$ cat src/rtl/tagclr_pkg.sv
package tagclr_pkg;
  localparam logic [5:0]  OPC_MAJOR = 6'b100100;
  localparam logic [10:0] OPC_MINOR = 11'b00001101000;
  localparam logic [4:0]  EXC_PRIV  = 5'b00111;

  // byte offset width of one line: 4 bytes per word
  function automatic int line_shift(input int words);
    return 2 + $clog2(words);
  endfunction

  function automatic int index_width(input int bytes, input int words);
    return $clog2(bytes) - line_shift(words);
  endfunction

  // fixed fields only; register fields [20:11] are don't care
  function automatic logic is_tag_write(input logic [31:0] w);
    return (w[31:26] == OPC_MAJOR) && (w[25:21] == 5'd0) && (w[10:0] == OPC_MINOR);
  endfunction
endpackage

$ cat src/rtl/tagclr_decode.sv
module tagclr_decode (
  input  logic [10:0] hi_bits,
  input  logic [10:0] lo_bits,
  output logic        hit
);
  import tagclr_pkg::*;
  always_comb hit = is_tag_write({hi_bits, 10'd0, lo_bits});
endmodule

$ cat src/rtl/tagclr_index.sv
module tagclr_index #(
  parameter int LINE_WORDS  = 8,
  parameter int CACHE_BYTES = 1024,
  localparam int IDX_W = tagclr_pkg::index_width(CACHE_BYTES, LINE_WORDS)
) (
  input  logic [31:0]      ra,
  output logic [IDX_W-1:0] idx
);
  logic [31:0] shifted;
  generate
    if (LINE_WORDS == 4) begin : g_l4
      assign shifted = ra >> 4;
    end else if (LINE_WORDS == 8) begin : g_l8
      assign shifted = ra >> 5;
    end else begin : g_l16
      assign shifted = ra >> 6;
    end
  endgenerate
  // masking to the line count is a truncation to IDX_W bits
  assign idx = shifted[IDX_W-1:0];
endmodule

$ cat src/rtl/tagclr_seq.sv
module tagclr_seq #(
  parameter int IDX_W = 5
) (
  input  logic             clk,
  input  logic             rst,
  input  logic             start,
  input  logic             fault_in,
  input  logic [IDX_W-1:0] idx_in,
  output logic             busy,
  output logic             done,
  output logic             tag_we,
  output logic [IDX_W-1:0] tag_idx,
  output logic             exc_vld,
  output logic [4:0]       exc_code
);
  import tagclr_pkg::*;
  logic fault_q;

  always_ff @(posedge clk) begin
    if (rst) begin
      busy     <= 1'b0;
      done     <= 1'b0;
      tag_we   <= 1'b0;
      tag_idx  <= '0;
      fault_q  <= 1'b0;
      exc_vld  <= 1'b0;
      exc_code <= 5'd0;
    end else begin
      done    <= busy;
      exc_vld <= busy & fault_q;
      if (busy && fault_q) exc_code <= EXC_PRIV;
      if (start) begin
        busy    <= 1'b1;
        tag_we  <= ~fault_in;
        tag_idx <= idx_in;
        fault_q <= fault_in;
      end else begin
        busy    <= 1'b0;
        tag_we  <= 1'b0;
        fault_q <= 1'b0;
      end
    end
  end
endmodule

$ cat src/rtl/tagclr_unit.sv
module tagclr_unit #(
  parameter int LINE_WORDS  = 8,
  parameter int CACHE_BYTES = 1024,
  parameter int TAG_W       = 22,
  localparam int IDX_W = tagclr_pkg::index_width(CACHE_BYTES, LINE_WORDS)
) (
  input  logic             clk,
  input  logic             rst,
  input  logic             issue_vld,
  input  logic [31:0]      instr,
  input  logic [31:0]      ra_val,
  input  logic             user_mode,
  input  logic             mmu_on,
  output logic             busy,
  output logic             done,
  output logic             tag_we,
  output logic [IDX_W-1:0] tag_idx,
  output logic [TAG_W-1:0] tag_wdata,
  output logic             exc_vld,
  output logic [4:0]       exc_code
);
  logic             op_hit;
  logic             accept;
  logic             priv_fault;
  logic [IDX_W-1:0] line_idx;

  tagclr_decode u_dec (
    .hi_bits (instr[31:21]),
    .lo_bits (instr[10:0]),
    .hit     (op_hit)
  );

  tagclr_index #(.LINE_WORDS(LINE_WORDS), .CACHE_BYTES(CACHE_BYTES)) u_idx (
    .ra  (ra_val),
    .idx (line_idx)
  );

  assign accept     = issue_vld & op_hit & ~busy;
  assign priv_fault = mmu_on & user_mode;

  tagclr_seq #(.IDX_W(IDX_W)) u_seq (
    .clk      (clk),
    .rst      (rst),
    .start    (accept),
    .fault_in (priv_fault),
    .idx_in   (line_idx),
    .busy     (busy),
    .done     (done),
    .tag_we   (tag_we),
    .tag_idx  (tag_idx),
    .exc_vld  (exc_vld),
    .exc_code (exc_code)
  );

  assign tag_wdata = '0;
endmodule

$ cat config.mk
export PLATFORM = sky130hd
export DESIGN_NAME = tagclr_unit
export DESIGN_NICKNAME = d
export VERILOG_FILES = /design/src/rtl/tagclr_pkg.sv /design/src/rtl/tagclr_decode.sv /design/src/rtl/tagclr_index.sv /design/src/rtl/tagclr_seq.sv /design/src/rtl/tagclr_unit.sv
export SDC_FILE = /design/constraint.sdc
export NUM_CORES = 1
export LEC_CHECK = 0
export ABC_AREA = 1
export CORE_AREA = 2 2 41 43
export DETAILED_ROUTE_END_ITERATION = 12
export DIE_AREA = 0 0 43 45
export DONT_BUFFER_PORTS = 1
export PLACE_DENSITY = 0.67
export RECOVER_POWER = 100
export SLEW_MARGIN = 20
export SYNTH_ARGS = -nofsm -noshare
export SYNTH_HDL_FRONTEND = slang
export SYNTH_SLANG_ARGS = --single-unit
export TNS_END_PERCENT = 50
$ cat constraint.sdc
create_clock -name clk -period 1.2 [get_ports clk]
set_clock_uncertainty 0.05 [all_clocks]
set_input_delay 0.06 -clock clk [delete_from_list [all_inputs] [get_ports clk]]
set_output_delay 0.06 -clock clk [all_outputs]
set_load 0.005 [all_outputs]
* Word level (Yosys, flattened, before mapping)
Cells that the tools add are included.
Word-level totals: bits in registers 11, bits of input ports 69, word-level logic and storage cells 22
Operators by class: equal/unequal tests 2, mux-type cells 1, bitwise logic cells 7, reductions and logical operators 5
Operators by type and width (number):
- $eq 11x7->1 const B | 1
- $eq 6x6->1 const B | 1
- $logic_not 5->1 | 1
- $and 1x1->1 | 4
- $logic_and 1x1->1 | 3
- $not 1->1 | 3
- $reduce_or 2->1 | 1
- $mux 1 | 1

* Logic depth before layout (Yosys ltp)
depth after elaboration 7, gate-level depth with buffers 8

* Modules after synthesis
A second synthesis with hierarchy kept.
Unflattened totals: cells, all modules 109, area total of the unflattened synthesis 729.4 um2
By module, submodules not included:
- tagclr_seq | times used 1, cells each 53, area each 410.4 um2
- tagclr_unit | times used 1, cells each 27, area each 186.4 um2
- tagclr_decode | times used 1, cells each 24, area each 95.1 um2
- tagclr_index | times used 1, cells each 5, area each 37.5 um2

* Least setup slack after synthesis
OpenSTA, ideal clock, no wires.
path type reg2reg, from register u_seq.busy, to register u_seq.tag_idx[0], library setup time 0.113 ns, arrival 0.878 ns, required time 1.037 ns, setup slack 0.159 ns, cell stages (with the launch flop) 7, path buffers 0, cell sequence dfxtp_1 > nor2_1 > nand2_1 > nor2_1 > nand3_2 > nor2_1 > nor2_1
Between the ends: word-level cells in the longest chain between the ends 2
RTL lines:
- from (decl) | line tagclr_seq.sv:9 | output logic busy,
- from (signal assigned) | line tagclr_seq.sv:21 | busy <= 1'b0;
- from (signal assigned) | line tagclr_seq.sv:33 | busy <= 1'b1;
- from (signal assigned) | line tagclr_seq.sv:38 | busy <= 1'b0;
- $not 1->1 | line tagclr_unit.sv:38 | assign accept = issue_vld & op_hit & ~busy;
- $and 1x1->1 | line tagclr_unit.sv:38
- to (signal assigned) | line tagclr_seq.sv:35 | tag_idx <= idx_in;
- to (decl) | line tagclr_seq.sv:12 | output logic [IDX_W-1:0] tag_idx,
Every way passes these cells. A chain may end at the register's enable or synchronous reset.

* Final worst setup path
from register u_seq.busy, to register u_seq.busy
Between the ends: word-level cells in the longest chain between the ends 3
RTL lines:
- $not 1->1 | line tagclr_unit.sv:38
- $and 1x1->1 | line tagclr_unit.sv:38
- $mux 1 | line tagclr_seq.sv:32 | if (start) begin
Every way passes these cells.

==> metrics.txt <==
outcome finished, final reports clean; first-pass GRT wire length 2.159 mm; Cell Area, Placed 671.9 um^2; Synth area leader dfxtp_1; DRC 0; Final Non-Filler Cells 143; vias per cell 4.301; die width around 43 um; peak supply drop 399.6 uV; final instance area 805.8 um^2; Layout area overhead 6.977%; # rows 14; clock root buffer clkbuf_4; top cell type's share of synthesized area ~30%; clock-pin slew on the worst setup and hold paths 0.07 ns; synthesized instance count 116; crit end category register; Avg Cell Area, Syn 6.493 um^2; Inserted Clock Buffers 3; Syn. warnings 0; RSZ-0062 raised after global routing yes; GRT overflow 0; initial antenna violation count 0; Worst Hold Class input port to register; CP peak stage delay between 0.3 and 0.4 ns; setup TNS 0 ns; die area 1935 um^2; layout cells sized above 1 between 10% and 20%; WP data arrival 1.28 ns; crit start category register; slowest CP cell dfxtp_2; Seq/Total Area, Yosys 29.24%; Critical Path Most Common Cell nor2_1; gr usage total 14.70%; Synth Cell Area ~750 um^2; crit path max fanout 7; Starting Density 51.19%; crit path time final 1.125 ns; vias in the first global route ~600; post-place setup slack about 0.064 ns; Power Total a little under 0.7 mW; WL/cell between 9 and 10 um; final worst slack between 0.07 and 0.08 ns; Tcrit/Tclk final around 94%; top cells by count, synth nor2_1 (31), buf_4 (26), nand2_1 (22); global placement routability congestion 0.7210; Hold Vio Cnt, Final 0; Antenna Nets Post-Route 0; detailed placement HPWL between 1 and 1.5 mm; fillcell total 142; clk sinks 11; synthesized flop and latch total 11; fraction of registers with async set/reset 0%; placed cells 130; Port Buffers 0; crit-path cells nor2_1, nand2_1, nor2_2, nand3_4, buf_4, nor2_1; required time of the critical path 1.35 ns; DIE HEIGHT 45 um; drt first pass iters 4; final setup violation count 0; Primary FF master, synth dfxtp_1; worst-case clock buffer depth 2; Post-synth EDFFs 0; vias 615; clk_lat worst skew 0.26 ns; antenna cell count 0; Synth area leaders dfxtp_1 (29%), buf_4 (26%), nor2_1 (15%); Routed WL 1.333 mm; Seq. cell area 221.5 um^2; Buf/Inv on CP 1; Maximum Capacitance Violations 0; PD cells between 800 and 900 nW/um^2; Slew Limit Fails 0; I/O pin cnt 105; DRT iter0 DRCs 10; CTS tree done; critical path type register to register; area occupied by multi-input gates 381.6 um^2; fmax between 0.8 and 0.9 GHz; family with the most delay on the worst path simple AND/OR/NAND/NOR gates; Nets 197; largest net degree at the start of global routing 8; Placeable Area 1471 um^2; count leader, synth nor2_1; H-tree Lvls 1; Static Leakage 0.4165 nW; Distinct cells, synth 14
[worst paths after layout]
kind	startpoint	end	slack, ns	cells after the start
max	u_seq.busy	u_seq.busy	0.08	6
min	instr[31]	u_seq.fault_q	0.06	4
max reg2reg	u_seq.busy	u_seq.busy	0.08	6
min reg2reg	u_seq.fault_q	u_seq.exc_vld	0.41	2
[stage by stage]
step                hold WS, ns  utilization [%]
finish                  0.06027            54.76
global route            0.07318            54.76
CTS                     0.07073            52.98
detailed placement      0.08249            45.66
global placement        0.08191            45.66
floorplan               0.07951                -
[per-layer routing]
layer | share of wire (%) | wire [um] | vias to the layer above | global-route usage (%)
met5 | 0 | 0 | - | 0
met4 | 0 | 0 | 0 | 6.061
met3 | 9.7 | 129 | 0 | 4.800
met2 | 52 | 689 | 39 | 28.79
met1 | 39 | 515 | 265 | 14.11
li1 | - | - | 311 | -
[worst min-delay path: stages]
cell     delay [ns]
nand3_1        0.07
nor2_2         0.05
nand3_4        0.10
nor3_2         0.04
[final cells by class]
class                      count  share of cell area (%)
multi-input combinational     86                   47.36
sequential                    11                   27.48
timing repair buffer          10                   11.80
inverter                      16                   7.453
clock buffer                   3                   2.795
tap                           16                   2.484
clock inverter                 1                  0.6211
[flip-flops by register name, indices dropped and copies added (netlist names)]
| signal | flops |
|---|---|
| u_seq.exc_code | 1 |
| u_seq.done | 1 |
| u_seq.tag_idx | 5 |
| u_seq.exc_vld | 1 |
| u_seq.tag_we | 1 |
| u_seq.fault_q | 1 |
| u_seq.busy | 1 |
[layout by cell type (no fill, tap or decap), types with 2 or more instances in the layout]
| cell type | count |
|---|---|
| nor2_1 | 27 |
| conb_1 | 24 |
| nand2_1 | 22 |
| inv_1 | 15 |
| dfxtp_1 | 10 |
| dlygate4sd3_1 | 8 |
| nor2_2 | 4 |
| clkbuf_4 | 3 |
| nand3_1 | 2 |
| buf_4 | 2 |
[kinds of logic (layout without fill, tap and decap cells)]
group           count (synthesis)  in the layout  synth area share (%)
simple gates                   61             61                 35.71
buf+inv                        42             30                 33.89
flops                          11             11                 29.24
other cells                     1             24                0.4979
compound gates                  1              1                0.6638
[where the power goes]
part	internal, mW	leakage [nW]	total, mW	switching (mW)
sequential	0.365	0.0891	0.365	0.0000000485
combinational	0.0311	0.310	0.0766	0.0455
clock	0.123	0.0177	0.244	0.121
total	0.519	0.417	0.685	0.166
[what timing repair did]
action,in CTS,in global routing
setup endpoints to repair,0,5
resized for setup,0,6
hold buffers,8,0
hold endpoints to repair,11,0
buffers inserted,0,1
Power figures use the tool's default switching activity.
